File: src/rtl/pal_text_decoder.sv
module pal_text_decoder #(
  parameter int COLOR_W = 8
) (
  input  logic                 clk,
  input  logic                 rst_n,
  input  logic                 cell_load,
  input  logic [7:0]           char_code,
  input  logic [7:0]           font_byte,
  input  logic [1:0]           bpp_sel,
  input  logic                 multi,
  input  logic                 dbl,
  input  logic [8*COLOR_W-1:0] shared_colors,
  output logic [7:0]           glyph_idx,
  output logic                 load_ready,
  output logic                 pix_valid,
  output logic [COLOR_W-1:0]   pix_color
);

  localparam int CNT_W = 4;

  logic             busy, mc_q, dbl_q, hb_q;
  logic [1:0]       hi_q;
  logic [7:0]       font_q;
  logic [CNT_W-1:0] cnt, len_q;
  logic             last, take, emc;
  logic [1:0]       hi_d;
  logic [2:0]       pos, pal_idx;
  logic [7:0]       sh;

  assign emc = multi && (bpp_sel != 2'd0);

  always_comb begin
    glyph_idx = char_code;
    hi_d = 2'b00;
    if (emc) begin
      case (bpp_sel)
        2'd2:    begin glyph_idx[7] = 1'b0; hi_d = {1'b0, char_code[7]}; end
        2'd3:    begin glyph_idx[7:6] = 2'b00; hi_d = {1'b0, char_code[6]}; end
        default: ;
      endcase
    end else begin
      case (bpp_sel)
        2'd1: begin glyph_idx[7] = 1'b0; hi_d = {1'b0, char_code[7]}; end
        2'd2: begin glyph_idx[7:6] = 2'b00; hi_d = char_code[7:6]; end
        2'd3: begin glyph_idx[7:5] = 3'b000; hi_d = char_code[6:5]; end
        default: ;
      endcase
    end
  end

  assign last       = busy && (cnt == len_q - 1'b1);
  assign load_ready = !busy || last;
  assign take       = cell_load && load_ready;

  always_ff @(posedge clk or negedge rst_n) begin
    if (!rst_n) begin
      busy   <= 1'b0;
      cnt    <= '0;
      len_q  <= '0;
      font_q <= '0;
      hi_q   <= '0;
      mc_q   <= 1'b0;
      dbl_q  <= 1'b0;
      hb_q   <= 1'b0;
    end else if (take) begin
      busy   <= 1'b1;
      cnt    <= '0;
      len_q  <= (emc ? CNT_W'(4) : CNT_W'(8)) << dbl;
      font_q <= font_byte;
      hi_q   <= hi_d;
      mc_q   <= emc;
      dbl_q  <= dbl;
      hb_q   <= (bpp_sel == 2'd3) && char_code[7];
    end else if (last) begin
      busy <= 1'b0;
    end else if (busy) begin
      cnt <= cnt + 1'b1;
    end
  end

  assign pos     = dbl_q ? cnt[3:1] : cnt[2:0];
  assign sh      = mc_q ? (font_q << {pos[1:0], 1'b0}) : (font_q << pos);
  assign pal_idx = mc_q ? {hi_q[0], sh[7:6]} : {hi_q, sh[7]};

  assign pix_valid = busy;
  assign pix_color = busy ? (shared_colors[pal_idx*COLOR_W +: COLOR_W] ^ (COLOR_W'(hb_q) << 2))
                          : '0;

endmodule


File: config.mk
export PLATFORM = sky130hd
export DESIGN_NAME = pal_text_decoder
export DESIGN_NICKNAME = d
export VERILOG_FILES = /design/src/rtl/pal_text_decoder.sv
export SDC_FILE = /design/constraint.sdc
export NUM_CORES = 1
export LEC_CHECK = 0
export ABC_CLOCK_PERIOD_IN_PS = 4100
export BUFFER_PORTS_ARGS = -buffer_cell sky130_fd_sc_hd__buf_2
export CAP_MARGIN = 15
export CORE_ASPECT_RATIO = 1.75
export CORE_UTILIZATION = 53
export CTS_CLUSTER_SIZE = 16
export DETAILED_ROUTE_END_ITERATION = 16
export PLACE_DENSITY = 0.93
export SLEW_MARGIN = 20
export SYNTH_ARGS = -nofsm -noshare
export SYNTH_HDL_FRONTEND = slang
export SYNTH_SLANG_ARGS = --single-unit
File: constraint.sdc
create_clock -name clk -period 4.1 [get_ports clk]
set_input_delay 0 -clock clk [delete_from_list [all_inputs] [get_ports clk]]
set_output_delay 0 -clock clk [all_outputs]
set_load 0.1 [all_outputs]
==> run metrics, run 1 <==
Post-Syn Instances about 260; Worst setup EP type primary output; GRT overflow 0; final wirelength between 7000 and 8000 µm; outcome completed; crit-path max FO 33; minimum clock period 3.64 ns; worst-case reg-to-reg path depth 6; CTS H-tree depth 1; CP arrival 3.64 ns; maximum achievable frequency 275 MHz; min-delay src char_code[1]; RD Place Congestion 0.866; Hold Slack 0.0000385 ns; reg2reg setup slack 1.70 ns; Final Max Tran Viols 0; Final HPWL DP about 5700 µm; Tcrit/Tclk final about 89%; DRC violations left 0; vias in the first global route between 2000 and 3000; postcts setup bufs 0; Sequential Area 500 µm²; number of flops mapped to enable cells by yosys 0; clock transition at the registers of the reported paths roughly 0.07 ns; Synth area leaders dfrtp_1 20%, mux2_2 11%, mux2i_1 8.4%; Main synth FF type dfrtp_1; Slew @ Worst Pin ~1.1 ns; utilization after layout between 70% and 80%; Synth top area share between 20% and 30%; setup TNS 0 ns; MaxCap Viol Count 0; CTS tree yes; FF-to-FF Start cnt[3]$_DFFE_PN0P_; via count ~2700; row cnt 32; Initial Utilization between 50 and 60%; endpoints failing hold 0; Syn Nets 353; CORE AREA 4440 µm²; Mapped Area between 2000 and 2500 µm²; Tot GR Track Use roughly 32%; FFs w/ async S/R, synth 100%; Min-Delay Endpoint glyph_idx[1]; CP Launch Type flip-flop; IO Count between 100 and 150; Area Growth Syn to Fin 28.6%; Root Buffer clkbuf_8; Chip Height roughly 93 µm; post-detailed-route wirelength per cell 18.8 µm; fillcell total 320; drt first pass iters 4; Critical R2R Capture hi_q[1]$_DFFE_PN0P_; Worst-Skew Late Latency around 0.26 ns; initial antenna violation count 0; most frequent cells after synthesis 24 x mux2_2, 21 x mux2i_1, 20 x dfrtp_1; post-route ant nets 0; maximum clock path buffer count 2; mean post-synth cell area between 9 and 10 µm²; first-pass GRT wire length ~12000 µm; Fin Clk Skew between 0.0015 and 0.002 ns; share of cells above drive strength 1 a little under half; unique cell type count in the Yosys netlist 51; area of the multi-input gates 1810 µm²; vias per cell 6.63; most frequent cell after synthesis mux2_2; Rel. slew slack between 20% and 30%; min-delay worst type in2out; Final Setup Violations 0; Yosys top cell by area dfrtp_1; Ys Warns 0; # nets final about 440; DRT iter0 DRCs ~100; hold depth 0; RSZ-0062 raised after global routing false; Die W about 54 µm; Required @ worst endpoint 4.10 ns; critical path start-end classification reg2out; CTS Buf Count 3; sequential-to-total area share from yosys stat about a fifth; Port Buffers 94; number of antenna diodes 0; number of synthesized register bits 20; pin count of the biggest net entering global routing 34; clk sink count 20; die area 4990 µm²
per-layer routing:
| layer | GRT usage [%] | wire length, µm | up-vias |
|---|---|---|---|
| met2 | 57.8 | 4210 | 134 |
| met4 | 21.9 | 420 | 0 |
| met1 | 30.5 | 2600 | 1283 |
| met3 | 6.24 | 371 | 43 |
| li1 | - | - | 1226 |
| met5 | 0 | 0 | - |
kinds of logic after synthesis:
family / Yosys count / share of synthesized area, %
AOI/OAI and AO/OA: 86 / 27.9
xor gates and xnor gates: 2 / 0.703
adders and majority gates: 2 / 1.00
buffers and inverters: 35 / 7.38
DFF: 20 / 20.1
muxes: 63 / 31.2
and+or+nand+nor: 56 / 11.8
area by class of cell:
type,instances,area share [%]
Clock buffer,4,1.72
Inverter,12,1.41
Multi-Input combinational cell,209,56.6
Sequential cell,20,15.6
Tap cell,51,1.99
Timing Repair Buffer,109,22.7
metrics by stage:
stage | worst slack [ns] | instances | instance area [µm²]
floorplan | 0.311 | 264 | 2500
global placement | 0.922 | 392 | 3060
detailed placement | 0.816 | 392 | 3060
CTS | 0.528 | 405 | 3200
global route | 0.262 | 405 | 3200
finish | 0.465 | 405 | 3200
worst max path at each step:
stage | from | endpoint | slack (ns)
global route | mc_q$_DFFE_PN0P_ | pix_color[6] | 0.26
finish | mc_q$_DFFE_PN0P_ | pix_color[1] | 0.46
CTS | mc_q$_DFFE_PN0P_ | pix_color[0] | 0.53
global placement | mc_q$_DFFE_PN0P_ | pix_color[0] | 0.92
detailed placement | mc_q$_DFFE_PN0P_ | pix_color[0] | 0.82
floorplan | dbl_q$_DFFE_PN0P_ | pix_color[6] | 0.31
flip-flops by register name, indices dropped and copies added (netlist names):
register and count:
font_q 8, dbl_q 1, cnt 4, hi_q 2, pix_valid 1, len_q 2, hb_q 1, mc_q 1
worst max-delay path: stages, from the launching register on:
cell      delay [ns]
dfrtp_1         0.47
buf_4           0.28
a221o_2         0.42
mux4_2          0.53
buf_4           0.35
mux2_4          0.32
a221oi_1        0.28
o211ai_1        0.24
and3_1          0.28
buf_12          0.17
placed cells by master, fill, tap and decap left out, types with 5 or more instances in the layout:
cell type,synthesis,layout
nor2_1,10,10
buf_4,6,6
a221oi_2,8,8
nand3_1,12,12
dlygate4sd3_1,0,9
nor2b_1,5,5
o21ai_0,8,8
mux2i_1,21,21
mux2_2,24,24
buf_12,0,8
a21oi_1,13,13
inv_1,11,11
a22oi_1,10,10
mux2_4,13,13
dfrtp_1,20,20
a211oi_1,5,5
a221oi_1,10,10
and3_1,6,6
buf_2,5,86
o221ai_1,6,6
nand2_1,8,8
o211ai_1,8,8
what timing repair did:
| item | CTS | global route |
|---|---|---|
| resized for setup | 0 | 0 |
| hold buffers | 9 | 0 |
| endpoints found under the hold margin | 28 | 0 |
Power of run 1 is left out: the tool's default activity adds up to more than one toggle a clock period on the data nets, which glitch-free logic cannot reach.
==> run 2, diff against run 1 <==
- REMOVE_ABC_BUFFERS: default -> 1
==> run 2 against run 1 <==
First-iteration DRC count down 22%. Non-clock buffer count unchanged. Routed wire length down 7.6%. Global-route usage down 3.8 points. Hold slack better by 0.00062 ns. Fmax down 0.81%. Core utilization down 1.8 points. Die area unchanged. Via count down 2.4%. Highest routed layer unchanged.
==> run metrics, run 2 (synthesis results as in run 1) <==
Slew @ Worst Pin 1.01 ns (-0.100 ns); DRC violations left 0 (unchanged); MaxCap Viol Count 0 (unchanged); outcome completed; critical path's slowest cell a221oi_2; Required @ worst endpoint 4.10 ns (about the same); post-route ant nets 0 (unchanged); critical path start-end classification reg2out; Worst setup EP type primary output; Hold Slack 0.000657 ns (+0.000619 ns); Root Buffer clkbuf_8; area of the multi-input gates 1810 µm² (-0.35%); Final Max Tran Viols 0 (unchanged); most frequent cells in the layout 90 x buf_2, 24 x mux2_2, 21 x mux2i_1; Initial Utilization 56.1% (unchanged); row cnt 32 (unchanged); number of antenna diodes 0 (unchanged); endpoints failing hold 0 (unchanged); Tcrit/Tclk final 89.4% (+0.72 points); Sequential Area 500 µm² (unchanged); first-pass GRT wire length 10600 µm (-11%); CTS Buf Count 3 (unchanged); post-detailed-route wirelength per cell 17.4 µm (-7.4%); GRT overflow 0 (unchanged); Final HPWL DP 5350 µm (-6.2%); via count 2622 (-2.4%); Port Buffers 94 (unchanged); Worst Path Buf+Inv 3 (unchanged); DRT iter0 DRCs 80 (-22%); clk sink count 20 (unchanged); largest registers font_q (8), cnt (4); maximum clock path buffer count 2 (unchanged); RSZ-0062 raised after global routing false; CORE AREA 4440 µm² (unchanged); crit-path max FO 34 (+3.0%); Tot GR Track Use 28.5% (-3.8 points); Biggest register font_q; CP Launch Type flip-flop; min-delay worst type in2out; max reg flops 8 (unchanged); Die W 53.8 µm (unchanged); IO Count 105 (unchanged); Fin Clk Skew 0.00154 ns (-0.000361 ns); postcts setup bufs 0 (unchanged); biggest cell delay along the critical path 0.80 ns (+0.27 ns); Inst Count DP 392 (unchanged); final wirelength 7030 µm (-7.6%); clock transition at the registers of the reported paths 0.06 ns (about the same); maximum achievable frequency 273 MHz (-0.81%); Final Non-Filler Cells 404 (-0.25%); most common cell after layout, fill and taps aside buf_2; vias in the first global route 2471 (-9.3%); vias per cell 6.49 (-2.1%); Area Growth Syn to Fin 25.4%; drt first pass iters 5 (+1); initial antenna violation count 0 (unchanged); # nets final 444 (unchanged); CP arrival 3.66 ns (+0.02 ns); share of cells above drive strength 1 44.8% (-0.44 points); die area 4990 µm² (unchanged); delay-heaviest family, CP compound AO/OA/AOI/OAI gates; CTS tree yes; CP Cell Sequence buf_4, inv_2, mux2i_1, nand3_1, a221oi_2, a221oi_1, o221a_2, nor4_1, buf_12; pin count of the biggest net entering global routing 35 (+2.9%); minimum clock period 3.66 ns (+0.0296 ns); DP Area 2990 µm² (-2.2%); Rel. slew slack 32.6% (+6.7 points); RD Place Congestion 0.932 (+7.5%); Final Cell Area 3120 µm² (-2.5%); fillcell total 343 (+7.2%); Chip Height 92.7 µm (unchanged); Final Setup Violations 0 (unchanged); Worst-Skew Late Latency 0.26 ns (about the same); CTS H-tree depth 1 (unchanged); cts repair resizes 0 (unchanged)
-- run 2: cell count changes in the layout (fill, tap and decap cells not counted), sizes merged --
cell and change:
clkbuf -1
-- run 2: stage by stage --
| step | setup TNS (ns) | utilization [%] | setup slack (ns) |
|---|---|---|---|
| 2_1_floorplan | -2.26 | - | -1.66 |
| 3_3_place_gp | 0 | 67.3 | 0.839 |
| 3_5_place_dp | 0 | 67.3 | 0.764 |
| 4_1_cts | 0 | 70.3 | 0.461 |
| 5_1_grt | 0 | 70.3 | 0.136 |
| 6_report | 0 | 70.3 | 0.435 |
-- run 2: routing by layer --
layer	routed length, µm	global-route usage [%]	vias to the layer above
li1	-	-	1226
met1	2540	29.6	1244
met2	3850	51.2	128
met3	367	4.76	24
met4	271	14.3	0
met5	0	0	-
-- run 2: worst register-to-register path, cell delays in order, from the launching register on --
cell and delay [ns]:
dfrtp_1 0.43, xor2_1 0.20, nor2_1 0.10, a22oi_1 0.09, o21ai_1 0.46, nand2_1 0.54, mux2_2 0.44
-- run 2: cell type report --
class / count / share of cell area [%]
sequential: 20 / 16.0
tap: 51 / 2.04
multi-input combinational: 209 / 57.9
inverter: 12 / 1.44
timing repair buffer: 109 / 21.3
clock buffer: 3 / 1.32
-- run 2: path summary, 6_finish.rpt --
path | startpoint | endpoint | slack, ns | cells past startpoint
max | mc_q$_DFFE_PN0P_ | pix_color[6] | 0.44 | 9
min | char_code[1] | glyph_idx[1] | 0.0007 | 0
max reg2reg | cnt[3]$_DFFE_PN0P_ | font_q[6]$_DFFE_PN0P_ | 1.73 | 6
min reg2reg | font_q[1]$_DFFE_PN0P_ | font_q[1]$_DFFE_PN0P_ | 0.51 | 1
max in group asynchronous | rst_n | pix_valid$_DFFE_PN0P_ | 3.60 | 2
min in group asynchronous | rst_n | hi_q[1]$_DFFE_PN0P_ | 0.20 | 2
-- run 2: what timing repair did --
action                                  in CTS  in global routing
hold endpoints to repair                    28                  0
hold buffers                                 9                  0
endpoints found under the setup margin       0                  0
Power of run 2 is left out for the same reason.
==> run 3, diff against run 2 <==
- PLACE_DENSITY: 0.93 -> 0.87
==> run 3 against run 2 <==
Register-to-register slack got worse by 0.05 ns. Non-clock buffer count is 1 lower. Routed wire length is 0.56% lower. Hold slack did not move. Design area grew 0.20%. Final cell count unchanged. Via count increased by 0.38%. Count of clock-buffer cells in the layout is 1 higher. Global-route usage grew 0.10 points. Clock skew hardly changed. Critical path depth did not move. Setup slack gained 0.16 ns.
==> run metrics, run 3 (synthesis results as in run 1) <==
pin count of the biggest net entering global routing 30 (-14%); Initial Utilization 56.1% (unchanged); Rel. slew slack 33.5% (+0.93 points); most common cell after layout, fill and taps aside buf_2; postcts setup bufs 0 (unchanged); critical path's slowest cell mux4_2; crit-path max FO 18 (-47%); Area Growth Syn to Fin 25.6%; Root Buffer clkbuf_8; maximum clock path buffer count 2 (unchanged); Die W 53.8 µm (unchanged); Final Setup Violations 0 (unchanged); Tcrit/Tclk final 85.4% (-3.9 points); minimum clock period 3.50 ns (-0.162 ns); CTS H-tree depth 1 (unchanged); cts repair resizes 0 (unchanged); CTS tree yes; number of antenna diodes 0 (unchanged); CTS Buf Count 3 (unchanged); Worst-Skew Late Latency 0.26 ns (about the same); critical path start-end classification reg2out; initial antenna violation count 0 (unchanged); row cnt 32 (unchanged); IO Count 105 (unchanged); drt first pass iters 4 (-1); clock transition at the registers of the reported paths 0.07 ns (about the same); RSZ-0062 raised after global routing false; vias per cell 6.51 (+0.38%); endpoints failing hold 0 (unchanged); CP Cell Sequence xnor2_1, a221o_2, mux4_2, buf_4, mux2_4, a221oi_1, o211ai_1, and3_1, buf_2; Worst setup EP type primary output; Required @ worst endpoint 4.10 ns (about the same); GRT overflow 0 (unchanged); maximum achievable frequency 285 MHz (+4.6%); utilization after layout 70.4% (+0.14 points); share of cells above drive strength 1 44.8% (unchanged); CP arrival 3.50 ns (-0.16 ns); CP Launch Point mc_q$_DFFE_PN0P_; die area 4990 µm² (unchanged); min-delay worst type in2out; min-delay src char_code[1]; biggest cell delay along the critical path 0.58 ns (-0.22 ns); # nets final 443 (-0.23%); Chip Height 92.7 µm (unchanged); Final Max Tran Viols 0 (unchanged); Worst Path Buf+Inv 2 (-1); largest registers font_q (8), cnt (4); post-cts hold buffer count 9 (unchanged); MaxCap Viol Count 0 (unchanged); DRC violations left 0 (unchanged); Biggest register font_q; via count 2632 (+0.38%); CORE AREA 4440 µm² (unchanged); RD Place Congestion 0.831 (-11%); clk sink count 20 (unchanged); post-detailed-route wirelength per cell 17.3 µm (-0.56%); Final HPWL DP 5360 µm (+0.23%); Port Buffers 94 (unchanged); fillcell total 374 (+9.0%); vias in the first global route 2539 (+2.8%); post-route ant nets 0 (unchanged); Tot GR Track Use 28.6% (+0.10 points); Slew @ Worst Pin 0.997 ns (-0.0139 ns); CP Launch Type flip-flop; most frequent cells in the layout 90 x buf_2, 24 x mux2_2, 21 x mux2i_1; FF-to-FF Start cnt[3]$_DFFE_PN0P_; Fin Clk Skew 0.00144 ns (-0.0000984 ns); max reg flops 8 (unchanged); DRT iter0 DRCs 74 (-7.5%); outcome completed; first-pass GRT wire length 10700 µm (+1.1%); delay-heaviest family, CP multiplexers; final wirelength 6990 µm (-0.56%)
run 3: final timing paths:
| kind | to | slack [ns] | cells past startpoint |
|---|---|---|---|
| worst max-delay path | pix_color[0] | 0.60 | 9 |
| worst min-delay path | glyph_idx[1] | 0.0007 | 0 |
| worst max register to register | hi_q[1]$_DFFE_PN0P_ | 1.68 | 6 |
| worst min register to register | font_q[7]$_DFFE_PN0P_ | 0.51 | 1 |
| max in group asynchronous | hb_q$_DFFE_PN0P_ | 3.58 | 2 |
| min in group asynchronous | cnt[0]$_DFFE_PN0P_ | 0.21 | 2 |
run 3: cell type report:
cell class | instances | area (µm²) | area share, %
multi-input cells | 209 | 1810 | 57.7
repair buffers | 108 | 658 | 21.0
clock buffers | 4 | 55.1 | 1.76
inverters | 12 | 45.0 | 1.44
flip-flops and latches | 20 | 500 | 16.0
well taps | 51 | 63.8 | 2.04
run 3: layer usage:
| metal | GRT usage (%) | up-vias | wire [µm] |
|---|---|---|---|
| met3 | 3.28 | 33 | 366 |
| met2 | 53.2 | 127 | 3880 |
| met4 | 16.0 | 0 | 307 |
| met5 | 0 | - | 0 |
| li1 | - | 1224 | - |
| met1 | 28.0 | 1248 | 2430 |
run 3: worst reg2reg max path: stages (launching register included):
cell and delay (ns):
dfrtp_1 0.42, xor2_1 0.19, nor2_1 0.10, a22oi_1 0.10, o21ai_1 0.43, nand2_1 0.55
o41ai_1 0.51
run 3: through the flow:
| stage | TNS, ns | worst slack, ns | hold slack, ns | std cells | cell area [µm²] |
|---|---|---|---|---|---|
| finish | 0 | 0.597 | 0.000657 | 404 | 3130 |
| global route | 0 | 0.402 | 0.000600 | 404 | 3130 |
| CTS | 0 | 0.610 | 0.000912 | 404 | 3130 |
| detailed placement | 0 | 0.896 | -0.0328 | 391 | 2980 |
| global placement | 0 | 0.989 | -0.0431 | 391 | 2980 |
| floorplan | -2.26 | -1.66 | -0.296 | 241 | 2350 |
Power of run 3 is left out for the same reason.
